===== config.mk =====
export PLATFORM = sky130hd
export DESIGN_NAME = mm_uart
export DESIGN_NICKNAME = d
export VERILOG_FILES = /design/src/rtl/mm_uart_pkg.sv /design/src/rtl/mm_uart_fifo.sv /design/src/rtl/mm_uart_tx.sv /design/src/rtl/mm_uart_rx.sv /design/src/rtl/mm_uart.sv
export SDC_FILE = /design/constraint.sdc
export NUM_CORES = 1
export LEC_CHECK = 0
export ABC_AREA = 1
export BUFFER_PORTS_ARGS = -buffer_cell sky130_fd_sc_hd__buf_2
export CORE_MARGIN = 5
export CORE_UTILIZATION = 34
export CTS_CLUSTER_DIAMETER = 60
export CTS_CLUSTER_SIZE = 28
export DETAILED_ROUTE_END_ITERATION = 6
export GPL_TIMING_DRIVEN = 0
export HOLD_SLACK_MARGIN = 0.06
export PLACE_DENSITY = 0.51
export SLEW_MARGIN = 20
export SYNTH_ARGS = -nofsm -noshare
export SYNTH_HDL_FRONTEND = slang
export SYNTH_SLANG_ARGS = --single-unit

===== constraint.sdc =====
create_clock -name clk -period 3 [get_ports clk]
set_input_delay 0.15 -clock clk [delete_from_list [all_inputs] [get_ports clk]]
set_output_delay 0.15 -clock clk [all_outputs]
set_load 0.05 [all_outputs]

===== src/rtl/mm_uart_pkg.sv =====
package mm_uart_pkg;
  typedef enum logic [1:0] {
    REG_RXDATA = 2'd0,
    REG_TXDATA = 2'd1,
    REG_STATUS = 2'd2,
    REG_CTRL   = 2'd3
  } reg_addr_e;

  localparam int ST_RX_AVAIL = 0;
  localparam int ST_RX_FULL  = 1;
  localparam int ST_TX_EMPTY = 2;
  localparam int ST_TX_FULL  = 3;
  localparam int ST_IE       = 4;
  localparam int ST_OVERRUN  = 5;
  localparam int ST_FRAMING  = 6;
  localparam int ST_PARITY   = 7;

  localparam int CT_TX_FLUSH = 0;
  localparam int CT_RX_FLUSH = 1;
  localparam int CT_IE       = 4;

  localparam int DATA_BITS   = 8;
  localparam int FRAME_BITS  = DATA_BITS + 2;
endpackage


===== src/rtl/mm_uart_fifo.sv =====
module mm_uart_fifo #(
  parameter int WIDTH = 8,
  parameter int DEPTH = 16,
  localparam int AW = $clog2(DEPTH),
  localparam int CW = AW + 1
) (
  input  logic             clk,
  input  logic             rst_n,
  input  logic             flush,
  input  logic             push,
  input  logic [WIDTH-1:0] din,
  input  logic             pop,
  output logic [WIDTH-1:0] dout,
  output logic [CW-1:0]    count,
  output logic             empty,
  output logic             full
);
  logic [WIDTH-1:0] mem [DEPTH];
  logic [AW-1:0]    wptr, rptr;
  logic             do_push, do_pop;

  assign empty   = (count == '0);
  assign full    = (count == CW'(DEPTH));
  assign do_push = push && !full && !flush;
  assign do_pop  = pop && !empty && !flush;
  assign dout    = mem[rptr];

  always_ff @(posedge clk) begin
    if (do_push) mem[wptr] <= din;
  end

  always_ff @(posedge clk) begin
    if (!rst_n || flush) begin
      wptr  <= '0;
      rptr  <= '0;
      count <= '0;
    end else begin
      if (do_push) wptr <= wptr + 1'b1;
      if (do_pop)  rptr <= rptr + 1'b1;
      count <= count + CW'(do_push) - CW'(do_pop);
    end
  end
endmodule


===== src/rtl/mm_uart_tx.sv =====
module mm_uart_tx
  import mm_uart_pkg::*;
#(
  parameter int CLKS_PER_BIT = 434,
  localparam int CNTW = $clog2(CLKS_PER_BIT + 1)
) (
  input  logic                 clk,
  input  logic                 rst_n,
  input  logic                 src_empty,
  input  logic [DATA_BITS-1:0] src_data,
  output logic                 src_pop,
  output logic                 txd,
  output logic                 busy
);
  logic [FRAME_BITS-1:0] shreg;
  logic [CNTW-1:0]       cnt;
  logic [3:0]            nbit;

  assign src_pop = !busy && !src_empty;
  assign txd     = shreg[0];

  always_ff @(posedge clk) begin
    if (!rst_n) begin
      shreg <= '1;
      busy  <= 1'b0;
      cnt   <= '0;
      nbit  <= '0;
    end else if (src_pop) begin
      shreg <= {1'b1, src_data, 1'b0};
      busy  <= 1'b1;
      cnt   <= '0;
      nbit  <= '0;
    end else if (busy) begin
      if (cnt == CNTW'(CLKS_PER_BIT - 1)) begin
        cnt   <= '0;
        shreg <= {1'b1, shreg[FRAME_BITS-1:1]};
        if (nbit == 4'(FRAME_BITS - 1)) busy <= 1'b0;
        else nbit <= nbit + 1'b1;
      end else begin
        cnt <= cnt + 1'b1;
      end
    end
  end
endmodule


===== src/rtl/mm_uart_rx.sv =====
module mm_uart_rx
  import mm_uart_pkg::*;
#(
  parameter int CLKS_PER_BIT = 434,
  localparam int CNTW = $clog2(CLKS_PER_BIT + 1),
  localparam int HALF = CLKS_PER_BIT / 2
) (
  input  logic                 clk,
  input  logic                 rst_n,
  input  logic                 rxd,
  output logic                 done,
  output logic [DATA_BITS-1:0] data,
  output logic                 stop_bad
);
  typedef enum logic [1:0] {RX_IDLE, RX_START, RX_DATA, RX_STOP} rx_state_e;

  rx_state_e       state;
  logic            sync1, sync2, prev;
  logic [CNTW-1:0] cnt;
  logic [2:0]      nbit;

  always_ff @(posedge clk) begin
    if (!rst_n) begin
      sync1    <= 1'b1;
      sync2    <= 1'b1;
      prev     <= 1'b1;
      state    <= RX_IDLE;
      cnt      <= '0;
      nbit     <= '0;
      data     <= '0;
      done     <= 1'b0;
      stop_bad <= 1'b0;
    end else begin
      sync1 <= rxd;
      sync2 <= sync1;
      prev  <= sync2;
      done  <= 1'b0;
      unique case (state)
        RX_IDLE: begin
          cnt <= '0;
          if (prev && !sync2) state <= RX_START;
        end
        RX_START: begin
          if (cnt == CNTW'(HALF - 1)) begin
            cnt   <= '0;
            nbit  <= '0;
            state <= sync2 ? RX_IDLE : RX_DATA;
          end else cnt <= cnt + 1'b1;
        end
        RX_DATA: begin
          if (cnt == CNTW'(CLKS_PER_BIT - 1)) begin
            cnt  <= '0;
            data <= {sync2, data[DATA_BITS-1:1]};
            if (nbit == 3'(DATA_BITS - 1)) state <= RX_STOP;
            else nbit <= nbit + 1'b1;
          end else cnt <= cnt + 1'b1;
        end
        RX_STOP: begin
          if (cnt == CNTW'(CLKS_PER_BIT - 1)) begin
            done     <= 1'b1;
            stop_bad <= !sync2;
            state    <= RX_IDLE;
          end else cnt <= cnt + 1'b1;
        end
        default: state <= RX_IDLE;
      endcase
    end
  end
endmodule


===== src/rtl/mm_uart.sv =====
module mm_uart
  import mm_uart_pkg::*;
#(
  parameter int CLKS_PER_BIT = 434,
  parameter int FIFO_DEPTH   = 16,
  parameter int BUS_W        = 32,
  localparam int CW = $clog2(FIFO_DEPTH) + 1
) (
  input  logic             clk,
  input  logic             rst_n,
  input  logic             bus_req,
  input  logic             bus_we,
  input  logic [1:0]       bus_addr,
  input  logic [BUS_W-1:0] bus_wdata,
  output logic [BUS_W-1:0] bus_rdata,
  output logic             bus_rvalid,
  input  logic             rxd,
  output logic             txd,
  output logic             irq
);
  logic                 wr_tx, rd_rx, rd_st, wr_ctl;
  logic                 flush_tx, flush_rx;
  logic                 ie_q, ovr_q, frm_q;
  logic [CW-1:0]        tx_count, rx_count;
  logic                 tx_empty, tx_full, rx_empty, rx_full;
  logic [DATA_BITS-1:0] tx_head, rx_head, rx_byte;
  logic                 tx_pop, tx_busy, rx_done, rx_stop_bad;
  logic                 rx_push_ok, tx_last_pop;
  logic [7:0]           status;

  assign wr_tx    = bus_req &&  bus_we && bus_addr == REG_TXDATA;
  assign rd_rx    = bus_req && !bus_we && bus_addr == REG_RXDATA;
  assign rd_st    = bus_req && !bus_we && bus_addr == REG_STATUS;
  assign wr_ctl   = bus_req &&  bus_we && bus_addr == REG_CTRL;
  assign flush_tx = wr_ctl && bus_wdata[CT_TX_FLUSH];
  assign flush_rx = wr_ctl && bus_wdata[CT_RX_FLUSH];

  mm_uart_fifo #(.WIDTH(DATA_BITS), .DEPTH(FIFO_DEPTH)) u_txq (
    .clk, .rst_n, .flush(flush_tx), .push(wr_tx), .din(bus_wdata[DATA_BITS-1:0]),
    .pop(tx_pop), .dout(tx_head), .count(tx_count), .empty(tx_empty), .full(tx_full));

  mm_uart_fifo #(.WIDTH(DATA_BITS), .DEPTH(FIFO_DEPTH)) u_rxq (
    .clk, .rst_n, .flush(flush_rx), .push(rx_done), .din(rx_byte),
    .pop(rd_rx), .dout(rx_head), .count(rx_count), .empty(rx_empty), .full(rx_full));

  mm_uart_tx #(.CLKS_PER_BIT(CLKS_PER_BIT)) u_ser (
    .clk, .rst_n, .src_empty(tx_empty || flush_tx), .src_data(tx_head),
    .src_pop(tx_pop), .txd, .busy(tx_busy));

  mm_uart_rx #(.CLKS_PER_BIT(CLKS_PER_BIT)) u_des (
    .clk, .rst_n, .rxd, .done(rx_done), .data(rx_byte), .stop_bad(rx_stop_bad));

  assign rx_push_ok  = rx_done && !rx_full && !flush_rx;
  assign tx_last_pop = tx_pop && tx_count == CW'(1) && !(wr_tx && !tx_full);

  always_comb begin
    status              = '0;
    status[ST_RX_AVAIL] = !rx_empty;
    status[ST_RX_FULL]  = rx_full;
    status[ST_TX_EMPTY] = tx_empty;
    status[ST_TX_FULL]  = tx_full;
    status[ST_IE]       = ie_q;
    status[ST_OVERRUN]  = ovr_q;
    status[ST_FRAMING]  = frm_q;
    status[ST_PARITY]   = 1'b0;
  end

  always_ff @(posedge clk) begin
    if (!rst_n) begin
      ie_q       <= 1'b0;
      ovr_q      <= 1'b0;
      frm_q      <= 1'b0;
      irq        <= 1'b0;
      bus_rdata  <= '0;
      bus_rvalid <= 1'b0;
    end else begin
      if (wr_ctl) ie_q <= bus_wdata[CT_IE];
      if (rx_done && rx_full)          ovr_q <= 1'b1;
      else if (rd_st)                  ovr_q <= 1'b0;
      if (rx_done && rx_stop_bad)      frm_q <= 1'b1;
      else if (rd_st)                  frm_q <= 1'b0;
      irq        <= ie_q && ((rx_push_ok && rx_empty) || tx_last_pop);
      bus_rvalid <= bus_req && !bus_we;
      if (bus_req && !bus_we) begin
        unique case (bus_addr)
          REG_RXDATA: bus_rdata <= rx_empty ? '0 : BUS_W'(rx_head);
          REG_STATUS: bus_rdata <= BUS_W'(status);
          default:    bus_rdata <= '0;
        endcase
      end
    end
  end
endmodule


# == Word level (Yosys, flattened, before mapping) ==
# Memories as Yosys holds them, arrays and structs flattened. A register that Yosys moved wholly into a read port is not among the register bits.
# Cells that the tools add are included.
# word_totals
regBits,113
mem_bits_rw,256
mem_count,2
wordCells,156
out_inout_bits,35
in_bits,39
# classes
n_addsub,12
n_bitwise,2
n_reduce_logical,57
n_eq_ne,21
n_mux,37
# memory_table
memory,depth,word_bits,read_ports,rd_clocked_by_memory_dff,write_ports,line,text
u_rxq.mem,16,8,1,1,1,mm_uart_fifo.sv:18,logic [WIDTH-1:0] mem [DEPTH];
u_txq.mem,16,8,1,1,1,mm_uart_fifo.sv:18,
# ops
cell,n
2-to-1 mux 9 bit,7
case mux 9 bit (4 select lines),1
logical AND 1 bit,24
adder 4 x 1 -> 4 bit (second input constant),5
adder 9 x 1 -> 9 bit (second input constant),2
equality test 9 bit (second input constant),2
2-to-1 mux 4 bit,4
case mux 8 bit (2 select lines),1
logical NOT 1 bit,12
2-to-1 mux 1 bit,12
2-to-1 mux 2 bit,6
adder 5 x 1 -> 5 bit,2
equality test 5 bit (second input constant),2
logical NOT 5 bit,2
!= test 2 x 1 -> 1 bit (second input constant),5
nonzero test 2 bit,5
subtractor 5 x 1 -> 5 bit,2
equality test 9 x 8 -> 1 bit (second input constant),1
2-to-1 mux 3 bit,3
equality test 2 bit (second input constant),4
2-to-1 mux 8 bit,1
case mux 2 bit (4 select lines),1
AND reduction 2 bit,4
case mux 3 bit (2 select lines),1
13 further kinds,20

# == Depth between registers and ports, before layout ==
# Gate-level depths: netlist (run 1).
# depth
ltp_word,10
mapped_depth,17
mapped_depth_nobuf,16

# == Hierarchy ==
# A second synthesis (run 1) with hierarchy kept.
# unflattened
cells_unflattened,1800
area_unflattened_um2,16351.9
# modules_own_cells
module,instances,seq_area_each_um2,area_per_inst_um2,cells_per_inst
mm_uart_fifo at u_rxq,1,4184.0,6481.2,658
mm_uart_fifo at u_txq,1,4184.0,6467.5,659
mm_uart_rx,1,540.5,1283.7,181
mm_uart_tx,1,460.4,1262.5,173
mm_uart,1,260.2,857.1,129

# == Least setup slack after synthesis (run 1) ==
# No wires, ideal clock.
# synth_path
path_type,flip-flop to flip-flop
start,register u_txq.count[2]
end,register u_txq.count[4]
path_slack_ns,0.504
setup_ns,0.120
required_time_ns,2.880
stages_incl_launch_ff,17
path_buffers,0
synth_period_minus_slack_ns,2.496
arrival_time_ns,2.376
path_cell_list,dfxtp_1 > inv_1 > ha_1 > nand4_1 > nand2_1 > nor2_2 > ha_1 > inv_1 > ha_1 > inv_1 > fa_1 > inv_1 > nand2_1 > a21oi_1 > nor2_1 > o21ai_0 > a21oi_1
# synth_via
elab_chain_cells,7
elab_cells_between_ends,13
cone_classes,2 x add/sub; 1 x eq/ne; 10 x reduce/logical
# synth_rtl
item,line,text
start: declaration,mm_uart_fifo.sv:14,"output logic [CW-1:0] count,"
start signal: assignment,mm_uart_fifo.sv:40,count <= count + CW'(do_push) - CW'(do_pop);
logical NOT 5 bit (*),mm_uart_fifo.sv:22,assign empty = (count == '0);
logical OR 1 bit,mm_uart.sv:47,".clk, .rst_n, .src_empty(tx_empty || flush_tx), .src_data(tx_head),"
logical NOT 1 bit,mm_uart_tx.sv:19,assign src_pop = !busy && !src_empty;
logical AND 1 bit,mm_uart_tx.sv:19,
logical AND 1 bit (*) (2 in a row),mm_uart_fifo.sv:25,assign do_pop = pop && !empty && !flush;
named net u_txq.do_pop,mm_uart_fifo.sv:20,"logic do_push, do_pop;"
subtractor 5 x 1 -> 5 bit (*),mm_uart_fifo.sv:40,
# The timed path passes the listed nets; every way through them passes the cells marked *.
# A chain may end at the register's enable or synchronous reset.

# == Final worst setup path (run 1) ==
# layout_path
start,register u_txq.count[3]
end,register u_txq.count[4]
# The elaborated chain is that of the path after synthesis.

==> out/results.tsv, run 1 <==
metric	value	unit
status	complete, no violations	
Synth Warn #	0	
post-synthesis adder-cell area fraction	2.85	%
# setup viols final	0	
R2R cell count	16	
total wire length	38100	um
Worst EP required	3.42	ns
detailed-route DRC error count	0	
first-pass GRT wire length	58000	um
Synth Area in Compound Gates	10.2	%
DIE HEIGHT	220	um
routed via count	10300	
Arrival @ worst endpoint	3.09	ns
period utilization	89.1	%
Setup Skew	0.0320	ns
H-tree depth	2	
Worst setup SP type	flip-flop	
Initial Utilization	34.1	%
Worst IR Drop VDD	0.408	mV
pre-CTS WS	-0.00253	ns
placer congestion estimate	0.900	
CTS root buf	clkbuf_16	
Synth Instances	1434	
Worst-Margin Slew	1.08	ns
layout cell share with drive strength beyond 1	11.0	%
Fin Hold WS	0.123	ns
number of synthesized flops with an enable pin	256	
full die area	48400	um2
clk_lat worst skew	0.55	ns
Final Non-Filler Cells	2151	
port bufs	25	
clk buf depth	3	
Worst Hold Launch	bus_we	
Worst Setup Path Type	flip-flop to flip-flop	
Cell Pwr Density	719	nW/um2
RSZ-0062 raised after global routing	no	
fmax	0.374	GHz
DR vias/cell	4.77	
library cells used by synthesis	45	
dominant synthesized flop cell	edfxtp_1	
vias in the first global route	9666	
DP Area	15900	um2
initial antenna violation count	0	
Rows	77	
post-synthesis sequential area ratio	64.2	%
#FFs+latches synth	353	
WL per Instance	17.7	um
Tot GR Track Use	15.7	%
MaxCap Viol Count	0	
die width	220	um
top-area cell type share of the netlist area	51.3	%
worst-path maximum fanout	5	
min Tclk post-route	2.67	ns
Mapped Area	15000	um2
initial drt markers	687	
clk slew on worst S/H paths	0.07	ns
post-route cell area	17200	um2
antenna-violating nets left	0	
placed cell count	2074	
CTS tree	built	
Overflow after GRT	0	
PnR worst setup slack	0.327	ns
dpl hpwl	26300	um
DR pass1 iterations	5	
synthesized area per cell	10.5	um2
fin. max-slew vios	0	
Final Hold Viols	0	
total power	0.0124	W
Hold Path Stages	5	
leading area contributor after synthesis	edfxtp_1	
HP Class	input pin to flip-flop	
area grow syn2layout	15.0	%
largest family of logic cells by synthesized area	simple AND/OR/NAND/NOR gates	
Worst setup EP type	flip-flop	
worst r2r src	u_txq.count[3]$_SDFF_PP0_	
# IOs	74	
xor/xnor share of the synthesized area	0.760	%
largest net degree at the start of global routing	22	
Leak	6.37	nW
Area contributors post-synth	edfxtp_1 (51%), dfxtp_1 (13%), nor2_1 (6.3%)	
CORE AREA	43900	um2
Final nets	1606	
Ant. Diodes	0	
Post-synth top cells	edfxtp_1 (256), nor2_1 (252), nand2_1 (170)	
share of flip-flops with an asynchronous set or reset	0	%
Num CTS Buffers	34	
Clock Sinks	353	
Max-slew headroom	27.7	%
most common cell in the synthesized netlist	edfxtp_1	
post-synthesis simple-gate area fraction	15.6	%
post-synthesis mux area share	0	%
Critical Path Start	u_txq.count[3]$_SDFF_PP0_	
-- cell type report --
class                      count  area, um2
fill                        4330      26700
sequential                   353       9630
multi-input combinational    892       4500
clock buffer                  36        880
tap                          592        741
inverter                     131        493
buffer                        81        462
timing repair buffer          41        283
clock inverter                25        256
-- worst paths after layout --
kind,to,slack (ns)
worst max-delay path,u_txq.count[4]$_SDFF_PP0_,0.33
worst min-delay path,ie_q$_SDFFE_PN0N_,0.12
worst max register to register,u_txq.count[4]$_SDFF_PP0_,0.33
worst min register to register,u_des.sync2$_SDFF_PN1_,0.41
-- critical path, cell delays in order, from the launching register on --
cell and delay (ns):
dfxtp_1 0.35, inv_1 0.07, ha_1 0.22, nand4_1 0.15
nand2_1 0.17, nor2_4 0.17, ha_1 0.23, inv_1 0.06
ha_1 0.16, inv_1 0.05, fa_1 0.38, inv_1 0.08
nand2_1 0.05, a21oi_1 0.12, nor2_1 0.07, o21ai_0 0.16
a21oi_1 0.06
-- power breakdown --
group	total (W)	leakage, nW	internal [W]	switching, W
clock	0.00435	0.549	0.00226	0.00209
sequential	0.00546	3.28	0.00535	0.000104
combinational	0.00258	2.55	0.000800	0.00178
total	0.0124	6.37	0.00841	0.00398
-- state kept, by name, indices dropped and copies added (netlist names), 3 cells and up, named ones only --
signal       flops
u_rxq.mem      128
u_txq.mem      128
u_des.cnt        9
u_ser.cnt        9
u_ser.shreg      9
bus_rdata        8
u_des.data       8
u_rxq.count      5
u_txq.count      5
u_rxq.rptr       4
u_rxq.wptr       4
u_ser.nbit       4
u_txq.rptr       4
u_txq.wptr       4
u_des.nbit       3
-- cell families after synthesis --
| group | count (synthesis) |
|---|---|
| XOR/XNOR | 13 |
| other | 1 |
| AO/OA/AOI/OAI | 270 |
| flip-flops | 353 |
| adder cells (fa/ha/maj) | 33 |
| AND/OR/NAND/NOR | 552 |
| buffers and inverters | 212 |
-- placed cells by master (no fill, tap or decap), drive strengths merged, types with 7 or more instances in the layout --
master / n
a21oi: 59
dlygate4sd3: 15
conb: 24
nor2: 258
nand2: 176
o21ai: 146
inv: 140
o211ai: 56
nand4: 8
dfxtp: 97
or2: 7
buf: 76
clkinv: 13
nand3: 84
clkbuf: 67
edfxtp: 256
xor2: 11
nor3: 15
ha: 31
-- per-layer routing --
layer	vias up	track usage (%)	part of all wire [%]
li1	5063	-	-
met1	4920	20.3	44
met2	224	27.3	49
met3	63	2.57	4.6
met4	0	4.47	2.7
met5	-	0	0
-- per-stage QoR --
stage / utilization (%) / setup TNS (ns)
global placement: 36.3 / 0
floorplan: - / 0
finish: 39.2 / 0
detailed placement: 36.3 / -0.00253
CTS: 39.2 / 0
global route: 39.2 / 0
-- repair_timing --
item	in CTS	in global routing
hold buffers	15	0
setup endpoints to repair	1	1
resized for setup	1	0
endpoints found under the hold margin	143	0
pin swaps	0	1
buffers inserted	0	1
No activity file was read; power rests on OpenSTA's default activity.
==> run 2: changes to the inputs <==
Settings changed: CTS_BUF_LIST set to sky130_fd_sc_hd__clkbuf_4 sky130_fd_sc_hd__clkbuf_8.
==> run 2 against run 1 <==
- clock power down 26%
- global-route usage down 0.062 points
- first-iteration DRC count down 7.0%
- critical path depth down 6
- fmax down 4.6%
- sequential share of layout area up 1.3 points
- register-to-register slack worse by 0.04 ns
- core utilization down 0.87 points
- via count down 0.55%
- die area unchanged
- routed wire length about the same
- sequential cell count unchanged
- largest cell class unchanged
==> out/results.tsv, run 2 (synthesis results as in run 1) <==
metric	value	unit	change
Worst EP required	3.22	ns	was 3.42 ns
clk_lat worst skew	0.60	ns	was 0.55 ns
Num CTS Buffers	34		unchanged
first-pass GRT wire length	57900	um	was 58000 um
clk slew on worst S/H paths	0.10	ns	was 0.07 ns
CORE AREA	43900	um2	unchanged
WL per Instance	17.7	um	about the same
Rows	77		unchanged
RSZ-0062 raised after global routing	no		unchanged
DR vias/cell	4.75		was 4.77
CP cell instances	dlygate4sd3_1, buf_2, nand4_2, dlygate4sd3_1, inv_1, nand2_1, inv_2, nor2_4, nand2_1, nor2_1		was inv_1, ha_1, nand4_1, nand2_1, nor2_4, ha_1, inv_1, ha_1, inv_1, fa_1, inv_1, nand2_1, a21oi_1, nor2_1, o21ai_0, a21oi_1
CP Buf/Inv Count	5		was 4
fillers	4374		was 4330
GR Layer Usage met2	27.2	%	was 27.3%
CP max stage cell	nor2_1		was fa_1
MaxCap Viol Count	0		unchanged
Worst Setup Path Type	input pin to flip-flop		was flip-flop to flip-flop
most frequent cells in the layout	edfxtp_1 (256), nor2_1 (251), nand2_1 (170)		unchanged
area of the multi-input gates	4500	um2	unchanged
largest net degree at the start of global routing	22		unchanged
vias in the first global route	9683		was 9666
antenna-violating nets left	0		unchanged
status	complete, no violations		unchanged
worst r2r src	u_txq.count[3]$_SDFF_PP0_		unchanged
Leak	6.20	nW	was 6.37 nW
DR pass1 iterations	5		unchanged
# setup viols final	0		unchanged
HP Class	input pin to flip-flop		unchanged
Cell Pwr Density	667	nW/um2	was 719 nW/um2
Worst setup SP type	input pin		was flip-flop
GR Util met3	2.83	%	was 2.57%
Clock Sinks	353		unchanged
worst-path maximum fanout	8		was 5
Hold Crit Endpoint	u_des.sync1$_SDFF_PN1_		was ie_q$_SDFFE_PN0N_
CP top delay family	simple AND/OR/NAND/NOR gates		was adder cells
Tot GR Track Use	15.6	%	was 15.7%
Final Hold Viols	0		unchanged
detailed-route DRC error count	0		unchanged
met1 global-route usage	20.0	%	was 20.3%
DIE HEIGHT	220	um	unchanged
layout cell share with drive strength beyond 1	11.1	%	was 11.0%
CTS root buf	clkbuf_8		was clkbuf_16
Arrival @ worst endpoint	3.02	ns	was 3.09 ns
die width	220	um	unchanged
port bufs	25		unchanged
commonest non-fill, non-tap cell in the layout	edfxtp_1		unchanged
min Tclk post-route	2.80	ns	was 2.67 ns
Initial Utilization	34.1	%	unchanged
Worst Hold Launch	rxd		was bus_we
total wire length	38100	um	about the same
total power	0.0112	W	was 0.0124 W
Setup Skew	0.0402	ns	was 0.0320 ns
most used routing layer	met2		unchanged
initial drt markers	639		was 687
Ant. Diodes	0		unchanged
H-tree depth	2		unchanged
placer congestion estimate	0.900		unchanged
largest registers	u_rxq.mem (128), u_txq.mem (128)		unchanged
Overflow after GRT	0		unchanged
initial antenna violation count	0		unchanged
area grow syn2layout	12.5	%	was 15.0%
flop2flop setup slack	0.29	ns	was 0.33 ns
Worst setup EP type	flip-flop		unchanged
largest stage delay on the critical path	0.85	ns	was 0.38 ns
setup tns final	0	ns	unchanged
FF+latch area	9630	um2	unchanged
period utilization	93.4	%	was 89.1%
CTS tree	built		unchanged
Max-slew headroom	27.8	%	was 27.7%
Worst IR Drop VDD	0.398	mV	was 0.408 mV
# IOs	74		unchanged
Worst-Margin Slew	1.08	ns	about the same
Final nets	1607		was 1606
fmax	0.357	GHz	was 0.374 GHz
routed via count	10200		was 10.3k
full die area	48400	um2	unchanged
capturing point of the worst reg2reg path	u_txq.count[4]$_SDFF_PP0_		unchanged
Hold Path Stages	3		was 5
dpl hpwl	26300	um	unchanged
fin. max-slew vios	0		unchanged
R2R cell count	16		unchanged
clk buf depth	3		unchanged
==> run 2: cell type report <==
cell class | count | area share, %
plain buffers | 81 | 2.74
clock buffers | 36 | 2.90
clock inverters | 25 | 1.51
inverters | 131 | 2.92
multi-input cells | 892 | 26.7
flip-flops and latches | 353 | 57.1
well taps | 592 | 4.39
repair buffers | 42 | 1.72
==> run 2: metal layers <==
metal  wire length (um)  up-vias
met4                984        0
met5                  0        -
met3               1640       66
met1              16800     4874
met2              18700      214
li1                   -     5060
==> run 2: what timing repair did <==
item / in CTS / in global routing
setup endpoints to repair: 1 / 1
setup buffers: 0 / 2
endpoints found under the hold margin: 153 / 0
gates resized for setup: 1 / 0
hold buffers: 15 / 0
pin swaps: 0 / 1
gates cloned: 0 / 0
==> run 2: worst max-delay path by stage <==
stage	to	slack (ns)	depth (start not counted)	startpoint
finish	u_rxq.mem[15][1]$_DFFE_PP_	0.20	10	bus_addr[0]
global route	u_txq.count[4]$_SDFF_PP0_	0.09	16	u_txq.count[3]$_SDFF_PP0_
CTS	u_txq.count[4]$_SDFF_PP0_	0.14	16	u_txq.count[3]$_SDFF_PP0_
detailed placement	u_txq.count[4]$_SDFF_PP0_	-0.003	16	u_txq.count[3]$_SDFF_PP0_
global placement	u_txq.count[4]$_SDFF_PP0_	0.07	16	u_txq.count[2]$_SDFF_PP0_
floorplan	u_txq.count[4]$_SDFF_PP0_	0.50	16	u_txq.count[2]$_SDFF_PP0_
==> run 2: report_power, final <==
group          total, W  switching, W  internal [W]
sequential      0.00546      0.000105       0.00535
clock           0.00320       0.00194       0.00125
combinational   0.00259       0.00178      0.000810
==> run 2: worst min-delay path, cell delays in order <==
cell and delay, ns:
dlygate4sd3_1 0.52, buf_2 0.13, or2_2 0.10
==> run 2: metrics by stage <==
| step | setup slack [ns] | std cells | util, % | hold slack, ns | area, um2 |
|---|---|---|---|---|---|
| 4_1_cts | 0.141 | 2150 | 38.3 | 0.302 | 16800 |
| 5_1_grt | 0.0851 | 2152 | 38.4 | 0.308 | 16900 |
| 6_report | 0.199 | 2152 | 38.4 | 0.346 | 16900 |
| 3_3_place_gp | 0.0726 | 2074 | 36.3 | 0.398 | 15900 |
| 3_5_place_dp | -0.00253 | 2074 | 36.3 | 0.398 | 15900 |
| 2_1_floorplan | 0.504 | 1457 | - | 0.249 | 15100 |
